### src/rtl/ctlword_pkg.sv
package ctlword_pkg;

  localparam int WORD_W = 16;
  localparam int CFG_W  = 10;
  localparam int ADDR_W = 5;

  // Field order is fixed by the host protocol: direction at the MSB.
  typedef struct packed {
    logic              wr;
    logic [ADDR_W-1:0] addr;
    logic [CFG_W-1:0]  data;
  } ctl_word_t;

  function automatic logic [CFG_W-1:0] cfg_default(int unsigned idx);
    logic [31:0] v;
    v = idx * 32'h0A5 + 32'h011;
    return v[CFG_W-1:0];
  endfunction

endpackage

### src/rtl/ctlword_rst_seq.sv
module ctlword_rst_seq #(
  parameter int BUSY_CYCLES = 3072,
  parameter int SYNC_STAGES = 2
) (
  input  logic clk,
  input  logic rst_n,
  input  logic din_level,
  output logic rst_int_n,
  output logic busy_o,
  output logic mode_o
);

  localparam int CNT_W = $clog2(BUSY_CYCLES + 1);
  localparam logic [CNT_W-1:0] LAST = CNT_W'(BUSY_CYCLES - 1);

  logic [SYNC_STAGES-1:0] sync_q;
  logic [CNT_W-1:0]       cnt_q, cnt_d;
  logic                   busy_q, busy_d;
  logic                   mode_q, mode_d;

  // Reset asserts at once and is released through a short flop chain.
  always_ff @(posedge clk or negedge rst_n) begin
    if (!rst_n) sync_q <= '0;
    else        sync_q <= {sync_q[SYNC_STAGES-2:0], 1'b1};
  end

  assign rst_int_n = sync_q[SYNC_STAGES-1];

  always_comb begin
    cnt_d  = cnt_q;
    busy_d = busy_q;
    mode_d = mode_q;
    if (busy_q) begin
      if (cnt_q == LAST) begin
        busy_d = 1'b0;
        mode_d = din_level;
      end else begin
        cnt_d = cnt_q + 1'b1;
      end
    end
  end

  always_ff @(posedge clk or negedge rst_int_n) begin
    if (!rst_int_n) begin
      cnt_q  <= '0;
      busy_q <= 1'b1;
      mode_q <= 1'b0;
    end else begin
      cnt_q  <= cnt_d;
      busy_q <= busy_d;
      mode_q <= mode_d;
    end
  end

  assign busy_o = busy_q;
  assign mode_o = mode_q;

endmodule

### src/rtl/ctlword_decode.sv
module ctlword_decode
  import ctlword_pkg::*;
#(
  parameter int NUM_REGS = 7,
  parameter int RO_IDX   = 5
) (
  input  logic [WORD_W-1:0]   word_i,
  input  logic                word_valid_i,
  input  logic                busy_i,
  output logic [NUM_REGS-1:0] wr_en_o,
  output logic [CFG_W-1:0]    wr_data_o,
  output logic                rd_req_o,
  output logic                rd_in_range_o,
  output logic [ADDR_W-1:0]   rd_idx_o
);

  ctl_word_t w;
  logic      accept;

  assign w      = ctl_word_t'(word_i);
  assign accept = word_valid_i & ~busy_i;

  for (genvar g = 0; g < NUM_REGS; g++) begin : g_wen
    if (g == RO_IDX) begin : g_ro
      assign wr_en_o[g] = 1'b0;
    end else begin : g_rw
      assign wr_en_o[g] = accept & w.wr & (w.addr == ADDR_W'(g));
    end
  end

  assign wr_data_o     = w.data;
  assign rd_req_o      = accept & ~w.wr;
  assign rd_in_range_o = (w.addr < ADDR_W'(NUM_REGS));
  assign rd_idx_o      = w.addr;

endmodule

### src/rtl/ctlword_store.sv
module ctlword_store
  import ctlword_pkg::*;
#(
  parameter int NUM_REGS = 7,
  parameter int RO_IDX   = 5
) (
  input  logic                      clk,
  input  logic                      rst_int_n,
  input  logic [NUM_REGS-1:0]       wr_en_i,
  input  logic [CFG_W-1:0]          wr_data_i,
  output logic [NUM_REGS*CFG_W-1:0] cfg_o
);

  for (genvar g = 0; g < NUM_REGS; g++) begin : g_reg
    if (g == RO_IDX) begin : g_ro
      // Fixed value; wr_en_i[g] is tied low by the decoder.
      assign cfg_o[g*CFG_W +: CFG_W] = cfg_default(g);
    end else begin : g_rw
      logic [CFG_W-1:0] val_q, val_d;

      always_comb begin
        val_d = val_q;
        if (wr_en_i[g]) val_d = wr_data_i;
      end

      always_ff @(posedge clk or negedge rst_int_n) begin
        if (!rst_int_n) val_q <= cfg_default(g);
        else            val_q <= val_d;
      end

      assign cfg_o[g*CFG_W +: CFG_W] = val_q;
    end
  end

endmodule

### src/rtl/ctlword_regbank.sv
module ctlword_regbank
  import ctlword_pkg::*;
#(
  parameter int NUM_REGS    = 7,
  parameter int RO_IDX      = 5,
  parameter int BUSY_CYCLES = 3072,
  parameter int SYNC_STAGES = 2
) (
  input  logic                      clk,
  input  logic                      rst_n,
  input  logic                      din_level,
  input  logic [WORD_W-1:0]         word_i,
  input  logic                      word_valid_i,
  output logic [CFG_W-1:0]          rd_data_o,
  output logic                      rd_valid_o,
  output logic                      busy_o,
  output logic                      master_mode_o,
  output logic [NUM_REGS*CFG_W-1:0] cfg_o
);

  logic                rst_int_n;
  logic                busy;
  logic [NUM_REGS-1:0] wr_en;
  logic [CFG_W-1:0]    wr_data;
  logic                rd_req, rd_in_range;
  logic [ADDR_W-1:0]   rd_idx;
  logic [CFG_W-1:0]    rd_sel;
  logic [CFG_W-1:0]    rd_data_q, rd_data_d;
  logic                rd_valid_q, rd_valid_d;

  ctlword_rst_seq #(
    .BUSY_CYCLES(BUSY_CYCLES),
    .SYNC_STAGES(SYNC_STAGES)
  ) seq_i (
    .clk      (clk),
    .rst_n    (rst_n),
    .din_level(din_level),
    .rst_int_n(rst_int_n),
    .busy_o   (busy),
    .mode_o   (master_mode_o)
  );

  ctlword_decode #(
    .NUM_REGS(NUM_REGS),
    .RO_IDX  (RO_IDX)
  ) dec_i (
    .word_i       (word_i),
    .word_valid_i (word_valid_i),
    .busy_i       (busy),
    .wr_en_o      (wr_en),
    .wr_data_o    (wr_data),
    .rd_req_o     (rd_req),
    .rd_in_range_o(rd_in_range),
    .rd_idx_o     (rd_idx)
  );

  ctlword_store #(
    .NUM_REGS(NUM_REGS),
    .RO_IDX  (RO_IDX)
  ) store_i (
    .clk      (clk),
    .rst_int_n(rst_int_n),
    .wr_en_i  (wr_en),
    .wr_data_i(wr_data),
    .cfg_o    (cfg_o)
  );

  always_comb begin
    rd_sel = '0;
    for (int i = 0; i < NUM_REGS; i++) begin
      if (rd_idx == ADDR_W'(i)) rd_sel = cfg_o[i*CFG_W +: CFG_W];
    end
  end

  always_comb begin
    rd_valid_d = rd_req;
    rd_data_d  = (rd_req && rd_in_range) ? rd_sel : '0;
  end

  always_ff @(posedge clk or negedge rst_int_n) begin
    if (!rst_int_n) begin
      rd_valid_q <= 1'b0;
      rd_data_q  <= '0;
    end else begin
      rd_valid_q <= rd_valid_d;
      rd_data_q  <= rd_data_d;
    end
  end

  assign rd_valid_o = rd_valid_q;
  assign rd_data_o  = rd_data_q;
  assign busy_o     = busy;

endmodule

### config.mk
export PLATFORM = sky130hd
export DESIGN_NAME = ctlword_regbank
export DESIGN_NICKNAME = d
export VERILOG_FILES = /design/src/rtl/ctlword_pkg.sv /design/src/rtl/ctlword_rst_seq.sv /design/src/rtl/ctlword_decode.sv /design/src/rtl/ctlword_store.sv /design/src/rtl/ctlword_regbank.sv
export SDC_FILE = /design/constraint.sdc
export NUM_CORES = 1
export LEC_CHECK = 0
export BUFFER_PORTS_ARGS = -buffer_cell sky130_fd_sc_hd__buf_2
export CORE_MARGIN = 2
export CORE_UTILIZATION = 30
export CTS_BUF_LIST = sky130_fd_sc_hd__clkbuf_2 sky130_fd_sc_hd__clkbuf_4 sky130_fd_sc_hd__clkbuf_8
export CTS_CLUSTER_SIZE = 25
export DETAILED_ROUTE_END_ITERATION = 12
export GPL_TIMING_DRIVEN = 0
export PLACE_DENSITY = 0.56
export RECOVER_POWER = 50
export SYNTH_ARGS = -nofsm -noshare
export SYNTH_HDL_FRONTEND = slang
export SYNTH_SLANG_ARGS = --single-unit
### constraint.sdc
create_clock -name clk -period 3.7 [get_ports clk]
set_input_delay 0 -clock clk [delete_from_list [all_inputs] [get_ports clk]]
set_output_delay 0 -clock clk [all_outputs]
set_load 0.02 [all_outputs]
==> flow_summary_export.csv <==
group,metric,value,unit
floorplanning,die_h,120,um
logic_synthesis,syn_area_per_cell,13.2,sq um
logic_synthesis,async_reset_ff_frac,1.00,
timing,finalMaxSlewViolations,42,
placed_design,dp_slack,1.83,ns
layout,diodes,0,
logic_synthesis,ys_types,55,
timing,fmax,0.518,GHz
cts,cts_tree,"yes",
timing,hold_ws,0.0656,ns
logic_synthesis,synth_edf_count,0,
timing,rsz0062_at_grt,"no",
floorplanning,start_util,0.307,
logic_synthesis,seq_area_frac_synth,0.546,
power_and_ir_drop,pwr-share-clk,0.286,
power_and_ir_drop,power.density,435,nW/um^2
power_and_ir_drop,p_switching,0.000675,W
power_and_ir_drop,p_int,0.00153,W
global_route,overflow,0,
global_route,first_global_vias,2918,
cts,clk_path_buf_depth,2,
outcome,violations,"max-capacitance violations, max-slew violations",
timing,setup_viol,0,
worst_setup_path,path_max_fanout,10,
floorplanning,ios,103,
placed_design,dp.final_hpwl,7.73,mm
logic_synthesis,yosys_most_used_dff,"dfrtp_1",
routing,routed_wl,10.9,mm
timing,hold_viol,0,
timing,period_needed,1.93,ns
global_route,grt_pass1_wl,16.8,mm
worst_setup_path,critPathKind,"input pin to flip-flop",
logic_synthesis,ys.warnings.count,0,
logic_synthesis,synth_area,4050,sq um
floorplanning,die-area,14400,sq um
cts,cts_setup_buffers,0,
worst_setup_path,crit_path_end_kind,"flip-flop",
placed_design,gp_congestion,0.846,
timing,postLayoutSetupSlackWorst,1.77,ns
floorplanning,coreArea,13200,sq um
timing,slew_headroom,-0.161,
timing,worst_pin_slew,1.74,ns
power_and_ir_drop,p_sw_frac,0.307,
floorplanning,rows,42,
flow_run,max_cap_viol_count,1,
cts,clk_pin_slew,0.08,ns
worst_setup_path,cp-start-kind,"input pin",
placed_design,io_buffers,92,
routing,drtIter0Drc,164,
timing,setup_tns,0,ns
outcome,status,"complete, but fails checks",
layout,fin_nets,457,
cts,cts.sinks,87,
power_and_ir_drop,power.leakage,2.30,nW
layout,fillers,1335,
worst_hold_path,hold_class,"input pin to flip-flop",
power_and_ir_drop,power_frac_comb,0.188,
routing,vias_per_cell,4.77,
layout,drive_above_1_share,0.342,
cts,cts_max_level,3,
timing,finClkSkew,0.00943,ns
cts,clkLatencyLatePin,0.36,ns
layout,area_growth,25.1,%
power_and_ir_drop,p_seq_frac,0.526,
routing,wire_per_inst,17.7,um
power_and_ir_drop,peakVddDrop,0.177,mV
global_route,grt_max_degree,45,
global_route,grt.total_usage,0.154,
worst_setup_path,cp.arrival,2.18,ns
timing,period_share,0.521,
routing,drcViolationCount,0,
cts,cts-root-buf,"clkbuf_8",
routing,vias,2944,
routing,drt_first_pass_iters,4,
floorplanning,die_w,120,um
worst_setup_path,crit_required,3.95,ns
cts,cts_buffers,9,
logic_synthesis,synthCells,306,
routing,drtAntennaViolNets,0,
logic_synthesis,synth_seq_cells,87,
global_route,antenna_found_initial,0,
[logic make-up after synthesis]
| group | synth area share |
|---|---|
| XOR/XNOR | 0.0151 |
| buffers and inverters | 0.0352 |
| flip-flops | 0.546 |
| adder cells (fa/ha/maj) | 0.00309 |
| AO/OA/AOI/OAI | 0.0896 |
| multiplexers | 0.196 |
| other | 0.00185 |
| AND/OR/NAND/NOR | 0.112 |
[cells in the mapped netlist (all sizes together) (2+ instances only)]
cell     n  area share
inv      2      0.0019
and2     3      0.0053
and3b    2      0.0043
a31oi    6      0.0093
conb     2      0.0019
nand2   10      0.0099
nor2    15       0.031
nor3     8       0.011
nor3b    2      0.0037
nor2b    2      0.0031
a211oi   2      0.0037
nand3b   3      0.0056
and3     3      0.0046
o221ai   7       0.015
nand2b   4      0.0062
dfstp   29        0.19
dfrtp   58        0.36
xor2     3      0.0065
nand4    3      0.0062
or2      2      0.0031
buf     18       0.032
xnor2    4      0.0086
mux2    61        0.18
o21ai    9       0.011
mux4     2       0.011
a21oi   15       0.019
a22oi    5      0.0093
a32o     5       0.012
nand3    5      0.0062
mux2i    3      0.0074
[critical path: stages]
cell and delay, ns:
dlygate4sd3_1 0.55, buf_2 0.15, nor2_1 0.49, nand4_2 0.54
mux2_2 0.44
[power by group through the flow]
| stage | Clock [W] | Sequential [W] | Combinational [W] |
|---|---|---|---|
| after floorplan | 0 | 0.00127 | 0.000151 |
| after global placement | 0 | 0.00118 | 0.000408 |
| after detailed placement | 0 | 0.00118 | 0.000424 |
| after CTS | 0.000652 | 0.00116 | 0.000439 |
| after global routing | 0.000688 | 0.00117 | 0.000446 |
| final | 0.000630 | 0.00116 | 0.000414 |
[repair_timing]
item	4_1_cts	5_1_grt
hold endpoints to repair	65	0
resized for setup	0	0
hold buffers	17	0
[placed cells by master, fill, tap and decap left out, types with 3 or more instances in the layout]
cell type | Yosys | layout
clkbuf_1 | 1 | 60
dfrtp_1 | 58 | 58
buf_2 | 5 | 38
mux2_2 | 34 | 34
dfstp_2 | 29 | 29
mux2_1 | 18 | 18
dlygate4sd3_1 | 0 | 17
a21oi_1 | 15 | 15
buf_4 | 11 | 11
conb_1 | 2 | 11
clkbuf_8 | 0 | 11
nor2_1 | 10 | 10
nand2_1 | 9 | 9
o21ai_0 | 9 | 9
mux2_4 | 9 | 9
o221ai_1 | 7 | 7
nor3_1 | 7 | 7
a31oi_1 | 6 | 6
nand3_1 | 5 | 5
a32o_1 | 5 | 5
a22oi_1 | 5 | 5
nor2_8 | 4 | 4
nand2b_1 | 4 | 4
xnor2_1 | 4 | 4
and3_1 | 3 | 3
mux2i_1 | 3 | 3
nand3b_1 | 3 | 3
xor2_1 | 3 | 3
[registers in the layout, indices dropped and copies added, names as in the netlist]
| signal | count |
|---|---|
| seq_i.sync_q | 2 |
| seq_i.cnt_q | 12 |
| store_i.g.g_rw.val_q | 60 |
| seq_i.busy_o | 1 |
| rd_data_o | 10 |
| seq_i.mode_o | 1 |
| rd_valid_o | 1 |
[area by class of cell]
type	count	area (sq um)	share of cell area
Clock buffer	13	166	0.0329
Sequential cell	87	2210	0.437
Inverter	2	7.51	0.00148
Clock inverter	3	17.5	0.00346
Buffer	19	135	0.0267
Tap cell	176	220	0.0435
Timing Repair Buffer	110	577	0.114
Multi-Input combinational cell	207	1730	0.341
[stage by stage]
stage / utilization / std cells / total power (W) / area (sq um)
6_report: 0.384 / 617 / 0.00220 / 5060
3_3_place_gp: 0.361 / 583 / 0.00159 / 4760
5_1_grt: 0.384 / 617 / 0.00231 / 5060
4_1_cts: 0.390 / 617 / 0.00225 / 5140
2_1_floorplan: - / 315 / 0.00142 / 4080
3_5_place_dp: 0.363 / 584 / 0.00160 / 4790
[worst paths after layout]
kind,startpoint,to,slack [ns],depth (start not counted)
max,word_i[14],store_i.g_reg[4].g_rw.val_q[6],1.77,5
min,word_i[13],rd_data_o[7],0.07,4
max reg2reg,seq_i.cnt_q[0],seq_i.cnt_q[9],1.82,5
min reg2reg,seq_i.sync_q[0],seq_i.sync_q[1],0.36,0
max in group asynchronous,seq_i.sync_q[1],store_i.g_reg[6].g_rw.val_q[8],1.91,1
min in group asynchronous,rst_n,seq_i.sync_q[0],0.47,3
[metal layers]
metal / track usage / wire (um) / vias up
met4: 0.0669 / 244 / 0
met2: 0.230 / 4960 / 83
li1: - / - / 1376
met3: 0.0472 / 681 / 16
met1: 0.206 / 5040 / 1469
met5: 0 / 0 / -
Power figures use the tool's default switching activity.
